`src/rtl/skip_range_counter_pkg.sv`:
```
package skip_range_counter_pkg;

  // Decision taken by the load steering logic on each cycle
  typedef enum logic [1:0] {
    STEER_RUN  = 2'd0,  // plain increment
    STEER_JUMP = 2'd1,  // end of low run: load the high run start
    STEER_WRAP = 2'd2,  // end of high run: load the sequence start
    STEER_INIT = 2'd3   // external start: load the sequence start
  } steer_e;

endpackage

```
`src/rtl/skip_range_counter_stage.sv`:
```
module skip_range_counter_stage #(
  parameter int W = 4
) (
  input  logic         clk,
  input  logic         ld,
  input  logic         en,
  input  logic [W-1:0] d,
  output logic [W-1:0] q,
  output logic         co
);

  localparam logic [W-1:0] TOP = {W{1'b1}};

  always_ff @(posedge clk) begin
    if (ld)
      q <= d;
    else if (en)
      q <= q + 1'b1;
  end

  assign co = (q == TOP);

  // Assertion support: becomes 1 after the first load
  logic primed = 1'b0;
  always_ff @(posedge clk) primed <= primed | ld;


  stage_load_chk: assert property (@(posedge clk) disable iff (!primed)
    ld |=> (q == $past(d)));

  stage_incr_chk: assert property (@(posedge clk) disable iff (!primed)
    (!ld && en) |=> (q == W'($past(q) + 1'b1)));

  stage_hold_chk: assert property (@(posedge clk) disable iff (!primed)
    (!ld && !en) |=> $stable(q));

endmodule

```
`src/rtl/skip_range_counter_core.sv`:
```
module skip_range_counter_core #(
  parameter int STAGE_W  = 4,
  parameter int N_STAGES = 2,
  localparam int CW      = STAGE_W * N_STAGES
) (
  input  logic          clk,
  input  logic          ld,
  input  logic          en,
  input  logic [CW-1:0] d,
  output logic [CW-1:0] q,
  output logic          co
);

  logic [N_STAGES:0]   chain;
  logic [N_STAGES-1:0] stage_co;

  assign chain[0] = en;

  for (genvar i = 0; i < N_STAGES; i++) begin : g_stage
    skip_range_counter_stage #(.W(STAGE_W)) u_stage (
      .clk (clk),
      .ld  (ld),
      .en  (chain[i]),
      .d   (d[i*STAGE_W +: STAGE_W]),
      .q   (q[i*STAGE_W +: STAGE_W]),
      .co  (stage_co[i])
    );
    assign chain[i+1] = chain[i] & stage_co[i];
  end

  assign co = &stage_co;

endmodule

```
`src/rtl/skip_range_counter_steer.sv`:
```
module skip_range_counter_steer
  import skip_range_counter_pkg::*;
#(
  parameter int CW        = 8,
  parameter int START     = 3,
  parameter int LOW_END   = 13,
  parameter int HIGH_BASE = 19,
  parameter int HIGH_END  = 29
) (
  input  logic          rst,
  input  logic [CW-1:0] q,
  output logic          ld,
  output logic          en,
  output logic [CW-1:0] d
);

  localparam logic [CW-1:0] START_V = CW'(START);
  localparam logic [CW-1:0] LEND_V  = CW'(LOW_END);
  localparam logic [CW-1:0] HBASE_V = CW'(HIGH_BASE);
  localparam logic [CW-1:0] HEND_V  = CW'(HIGH_END);

  steer_e sel;

  always_comb begin
    if (rst)
      sel = STEER_INIT;
    else if (q == LEND_V)
      sel = STEER_JUMP;
    else if (q == HEND_V)
      sel = STEER_WRAP;
    else
      sel = STEER_RUN;
  end

  always_comb begin
    en = 1'b1;
    ld = (sel != STEER_RUN);
    unique case (sel)
      STEER_JUMP: d = HBASE_V;
      default:    d = START_V;
    endcase
  end

endmodule

```
`src/rtl/skip_range_counter.sv`:
```
module skip_range_counter #(
  parameter int STAGE_W   = 4,
  parameter int N_STAGES  = 2,
  parameter int START     = 3,
  parameter int LOW_END   = 13,
  parameter int HIGH_BASE = 19,
  parameter int HIGH_END  = 29,
  localparam int CW       = STAGE_W * N_STAGES
) (
  input  logic          clk,
  input  logic          rst,
  output logic [CW-1:0] count,
  output logic          carry
);

  logic          core_ld;
  logic          core_en;
  logic [CW-1:0] core_d;

  skip_range_counter_steer #(
    .CW(CW), .START(START), .LOW_END(LOW_END),
    .HIGH_BASE(HIGH_BASE), .HIGH_END(HIGH_END)
  ) u_steer (
    .rst (rst),
    .q   (count),
    .ld  (core_ld),
    .en  (core_en),
    .d   (core_d)
  );

  skip_range_counter_core #(
    .STAGE_W(STAGE_W), .N_STAGES(N_STAGES)
  ) u_core (
    .clk (clk),
    .ld  (core_ld),
    .en  (core_en),
    .d   (core_d),
    .q   (count),
    .co  (carry)
  );

  // Assertion support: becomes 1 after the first start
  logic started = 1'b0;
  always_ff @(posedge clk) if (rst) started <= 1'b1;


  start_load_chk: assert property (@(posedge clk) disable iff (!started)
    rst |=> (count == CW'(START)));

  low_step_chk: assert property (@(posedge clk) disable iff (!started)
    (!rst && count >= CW'(START) && count < CW'(LOW_END))
      |=> (count == CW'($past(count) + 1'b1)));

  low_jump_chk: assert property (@(posedge clk) disable iff (!started)
    (!rst && count == CW'(LOW_END)) |=> (count == CW'(HIGH_BASE)));

  high_step_chk: assert property (@(posedge clk) disable iff (!started)
    (!rst && count >= CW'(HIGH_BASE) && count < CW'(HIGH_END))
      |=> (count == CW'($past(count) + 1'b1)));

  high_wrap_chk: assert property (@(posedge clk) disable iff (!started)
    (!rst && count == CW'(HIGH_END)) |=> (count == CW'(START)));

  no_gap_chk: assert property (@(posedge clk) disable iff (!started || rst)
    ##1 !((count > CW'(LOW_END) && count < CW'(HIGH_BASE)) || count > CW'(HIGH_END)));

  carry_top_chk: assert property (@(posedge clk) disable iff (!started)
    carry == (count == {CW{1'b1}}));

endmodule

```
`config.mk`:
```
export PLATFORM = sky130hd
export DESIGN_NAME = skip_range_counter
export DESIGN_NICKNAME = d
export VERILOG_FILES = /design/src/rtl/skip_range_counter_pkg.sv /design/src/rtl/skip_range_counter_stage.sv /design/src/rtl/skip_range_counter_core.sv /design/src/rtl/skip_range_counter_steer.sv /design/src/rtl/skip_range_counter.sv
export SDC_FILE = /design/constraint.sdc
export NUM_CORES = 1
export LEC_CHECK = 0
export BUFFER_PORTS_ARGS = -buffer_cell sky130_fd_sc_hd__buf_4
export CAP_MARGIN = 10
export CORE_AREA = 2 2 39 41
export DETAILED_ROUTE_END_ITERATION = 8
export DIE_AREA = 0 0 41 43
export PLACE_DENSITY = 0.63
export SYNTH_ARGS = -nofsm -noshare
export SYNTH_HDL_FRONTEND = slang
export SYNTH_SLANG_ARGS = --single-unit
```
`constraint.sdc`:
```
create_clock -name clk -period 2.05 [get_ports clk]
set_clock_uncertainty 0.15 [all_clocks]
set_input_delay 0.205 -clock clk [delete_from_list [all_inputs] [get_ports clk]]
set_output_delay 0.205 -clock clk [all_outputs]
set_load 0.01 [all_outputs]
```
; ---- Yosys cells after proc, flatten, opt, wreduce, memory -nomap -nowiden
; Index checks and enable logic that the tools add are counted.
[totals]
regBits = 8
latch_bits = 0
ram_bits = 0
mem_bits_ro = 0
memories = 0
[op_classes]
n_addsub = 2
multipliers = 0
div = 0
magnitude_cmp = 0
eq_ne = 5
shifts = 0
n_mux = 7
bitwise = 0
reduce_logical = 3
[op_table]
columns = operator, n
row1 = 4-bit 2-to-1 mux, 3
row2 = "4-bit by 1-bit adder with 4-bit output, second input constant", 2
row3 = "4-bit equality test, second input constant", 2
row4 = "8-bit by 4-bit equality test with 1-bit output, second input constant", 1
row5 = "8-bit by 5-bit equality test with 1-bit output, second input constant", 1
row6 = 2-bit 2-to-1 mux, 3
row7 = 5-bit 2-to-1 mux, 1
row8 = 2-bit nonzero test, 2
row9 = "2-bit by 1-bit equality test with 1-bit output, second input constant", 1
row10 = 2-bit AND reduction, 1

; ---- Logic depth before layout (Yosys ltp)
[depth]
ltp_word = 7
depth_mapped = 5
ltp_nobuf = 5

; ---- By module
; From an unflattened synthesis, not the netlist that was laid out.
[unflattened]
hier_cells = 50
hier_area_um2 = 553.0
[modules_own_cells]
columns = module, instances, cells_each, area_per_inst_um2, seq_area_each_um2
row1 = skip_range_counter_stage, 2, 17, 216.5, 120.1
row2 = skip_range_counter_steer, 1, 14, 107.6, 0.0
row3 = skip_range_counter_core, 1, 2, 12.5, 0.0

; ---- Worst setup path after synthesis
; OpenSTA, ideal clock, no wires.
[synth_path]
path_type = reg-to-reg
from = reg u_core.g_stage[1].u_stage.q[2]
to = reg u_core.g_stage[1].u_stage.q[0] (enable)
t_arrival_ns = 1.179
path_slack_ns = 0.413
stages_incl_launch_ff = 4
synth_period_minus_slack_ns = 1.637
path_cell_list = edfxtp_1 > nand4b_1 > o31a_1 > nand2_1
[synth_between]
elab_chain_len = 6
word_cells_on_any_way = 7
cone_classes = 2 x eq/ne / 3 x mux / 2 x reduce/logical
[synth_rtl]
columns = item, line_no
row1 = start: declaration, skip_range_counter_stage.sv:8  ; output logic [W-1:0] q,
row2 = start signal: assignment, skip_range_counter_stage.sv:18  ; q <= q + 1'b1;
row3 = 8-bit by 5-bit equality test with 1-bit output, skip_range_counter_steer.sv:29  ; else if (q == HEND_V)
row4 = 2-bit 2-to-1 mux, skip_range_counter_steer.sv:29
row5 = 2-bit 2-to-1 mux (*), skip_range_counter_steer.sv:27  ; else if (q == LEND_V)
row6 = 2-bit 2-to-1 mux (*), skip_range_counter_steer.sv:25  ; if (rst)
row7 = 2-bit nonzero test (*), skip_range_counter_steer.sv:37  ; ld = (sel != STEER_RUN);
row8 = 2-bit nonzero test (no line) (*), n/a
; Every way passes the cells marked *; elsewhere a longest branch is shown, timed or not.
; A chain may end at the register's enable or synchronous reset.

; ---- Worst setup path in the final report
[layout_path]
from = reg u_core.g_stage[1].u_stage.q[1]
to = reg u_core.g_stage[1].u_stage.q[2] (enable)
; Same word-level chain as after synthesis.

==> results.yml <==
synth:
  synthesis.nets: 49
  synth_common_cells: "nor2_1, ha_1"
  synth.largest_area_cell: "edfxtp_1"
  synth-seq-cells: 8
  synth_edf_count: 4
  synth_area_sq_um: 432.9
  synth_area_leaders: "edfxtp_1, dfxtp_1, ha_1"
  syn_inst: 42
  synth_cell_types: 17
  synth_flop_cell: "edfxtp_1"
  yosysTopAreaCellShare_pct: 27.75
  syn_avg_cell_area_sq_um: 10.31
  seq_area_frac_synth_pct: 46.24
  async_reset_ff_share_pct: 0
  yosysMostFrequentCell: "nor2_1"
  synth-warning-count: 0
die:
  fp.dieW_um: 41
  io_pins: 11
  fp.dieArea_sq_um: 1763
  rows: 14
  initial_core_util_pct: 31.28
  core_sq_um: 1384
  die_h_um: 43
timing:
  relSlewSlack_pct: 77.39
  rsz0062_at_grt: "no"
  setup_tns_ns: 0
  setup_viol: 0
  finalMaxSlewViolations: 0
  min_period_ns: 1.696
  worst_pin_slew_ns: 0.3372
  fin_crit_sh_pct: 82.74
  final-hold-violation-count: 0
  maxClockFrequency_mhz: 589.6
detailed_routing:
  drt_iter0_drc: 4
  via_per_inst: 4.658
  firstDrtPassIters: 4
  drtAntennaViolNets: 0
  drc: 0
  via_count: 340
  wire_per_inst_um: 11.15
  finalWirelength_um: 814
clocking:
  cts_buffer_depth: 2
  cts_hold_buf: 0
  htreeDepth: 1
  cts.sinks: 8
  cts_made_buffers: 3
  ctsResizeCount: 0
  path_clk_slew_ns: 0.05
  clock_latency_ns: 0.25
  cts_tree: "yes"
  clockRootBuffer: "clkbuf_4"
  post_cts_buffers: 0
global_route:
  overflow: 0
  antenna_found_initial: 0
  grt_usage_pct: 11.47
  grt_max_degree: 7
  first_global_vias: 321
  grt_pass1_wl_um: 1221
setup_path:
  cp_slowest_stage_delay_ns: 0.44
  cp_max_fo: 4
  worstPathArrival_ns: 1.49
  path_cells: "inv_1 > ha_1 > nor2_1 > o31a_1 > nand2_1"
  rr_worst_depth: 5
  endpoint_kind: "register"
  cp-start-kind: "register"
  startpoint: "u_core.g_stage[1].u_stage.q[1]"
  worst_ep_required_time_ns: 1.85
  endpoint: "u_core.g_stage[1].u_stage.q[2]"
  timing.rr.end: "u_core.g_stage[1].u_stage.q[2]"
  rrSetupSlack_ns: 0.35
  crit_type: "reg -> reg"
  crit_slowest_cell: "edfxtp_1"
  worstReg2RegStart: "u_core.g_stage[1].u_stage.q[1]"
final_layout:
  diodes: 0
  final_core_util_pct: 40.60
  syn_to_final_growth_pct: 29.77
  fillCellCount: 142
  nets: 65
  final_design_area_no_fill_sq_um: 561.8
  fin_cells: 73
  reg_top3: "u_core.g_stage.u_stage.q (8)"
  largest_reg_flops: 8
  regMostFlops: "u_core.g_stage.u_stage.q"
  layout-drive-gt1-share_pct: 28.07
placed_design:
  dpl_cell_area_sq_um: 535.5
  hpwl_um: 646
  port_buffers: 10
  gp_congestion: 0.6511
  dp_cells: 69
pwr:
  leakage_nw: 0.2526
  power_density_nw_per_um2: 769.1
  peakVddDrop_uv: 302.1
hold_path:
  holdPathStages: 2
  hp-start: "rst"
  hold_class: "in -> reg"
job:
  drv_cap: 0
status:
  outcome: "completed"
-- cell families (layout without fill, tap and decap cells) --
kind of cell	Yosys count	after routing	synth area share [%]
adder cells (fa/ha/maj)	5	5	14.45
AND/OR/NAND/NOR	17	17	19.08
XOR/XNOR	4	4	8.094
flip-flops	8	8	46.24
buffers and inverters	4	19	3.467
AO/OA/AOI/OAI	4	4	8.669
-- layout by cell type (no fill, tap or decap), drive strengths merged --
| cell | instances |
|---|---|
| nand3 | 4 |
| nand4b | 1 |
| a21oi | 1 |
| buf | 11 |
| ha | 5 |
| nor3b | 1 |
| inv | 4 |
| clkbuf | 4 |
| dfxtp | 4 |
| a41o | 1 |
| xor2 | 2 |
| nand4 | 1 |
| and2 | 1 |
| nand2 | 3 |
| nor2 | 6 |
| o31ai | 1 |
| xnor2 | 2 |
| edfxtp | 4 |
| o31a | 1 |
-- power by group --
group	switching, mW	internal, mW
combinational	0.0470	0.0502
sequential	0.0217	0.188
clock	0.0511	0.0743
total	0.120	0.312
-- final cells by class --
| type | instances | area (sq um) | area share (%) |
|---|---|---|---|
| Tap cell | 16 | 20.02 | 3.563 |
| Sequential cell | 8 | 200.2 | 35.63 |
| Inverter | 4 | 15.01 | 2.673 |
| Multi-Input combinational cell | 30 | 217.7 | 38.75 |
| Timing Repair Buffer | 11 | 82.58 | 14.70 |
| Clock buffer | 4 | 26.28 | 4.677 |
-- routing by layer --
metal	GRT usage (%)	wire, um	vias to the layer above
met5	0	0	-
met4	12.00	23	0
met3	3.141	29	2
met2	16.88	409	10
met1	11.67	352	151
li1	-	-	177
-- critical path: cells and delay by family, from the launching register on --
kind | cells | cell delay (ns)
fa+ha+maj | 1 | 0.17
flops | 1 | 0.44
buf+inv | 1 | 0.11
simple gates | 2 | 0.25
compound gates | 1 | 0.28
-- worst min-delay path by stage --
stage,slack [ns],end
after floorplan,0.24,u_core.g_stage[1].u_stage.q[0]
final,0.09,u_core.g_stage[1].u_stage.q[0]
after CTS,0.08,u_core.g_stage[1].u_stage.q[0]
after global routing,0.08,u_core.g_stage[1].u_stage.q[0]
after global placement,0.28,u_core.g_stage[0].u_stage.q[0]
after detailed placement,0.28,u_core.g_stage[0].u_stage.q[0]
-- stage by stage --
| stage | hold WS [ns] | total power [mW] | worst slack, ns |
|---|---|---|---|
| floorplan | 0.2436 | 0.2638 | 0.4135 |
| global placement | 0.2785 | 0.3109 | 0.3751 |
| detailed placement | 0.2825 | 0.3106 | 0.3665 |
| CTS | 0.08223 | 0.4418 | 0.3517 |
| global route | 0.08288 | 0.4636 | 0.2654 |
| finish | 0.09141 | 0.4321 | 0.3538 |
(Power assumes the default switching activity.)
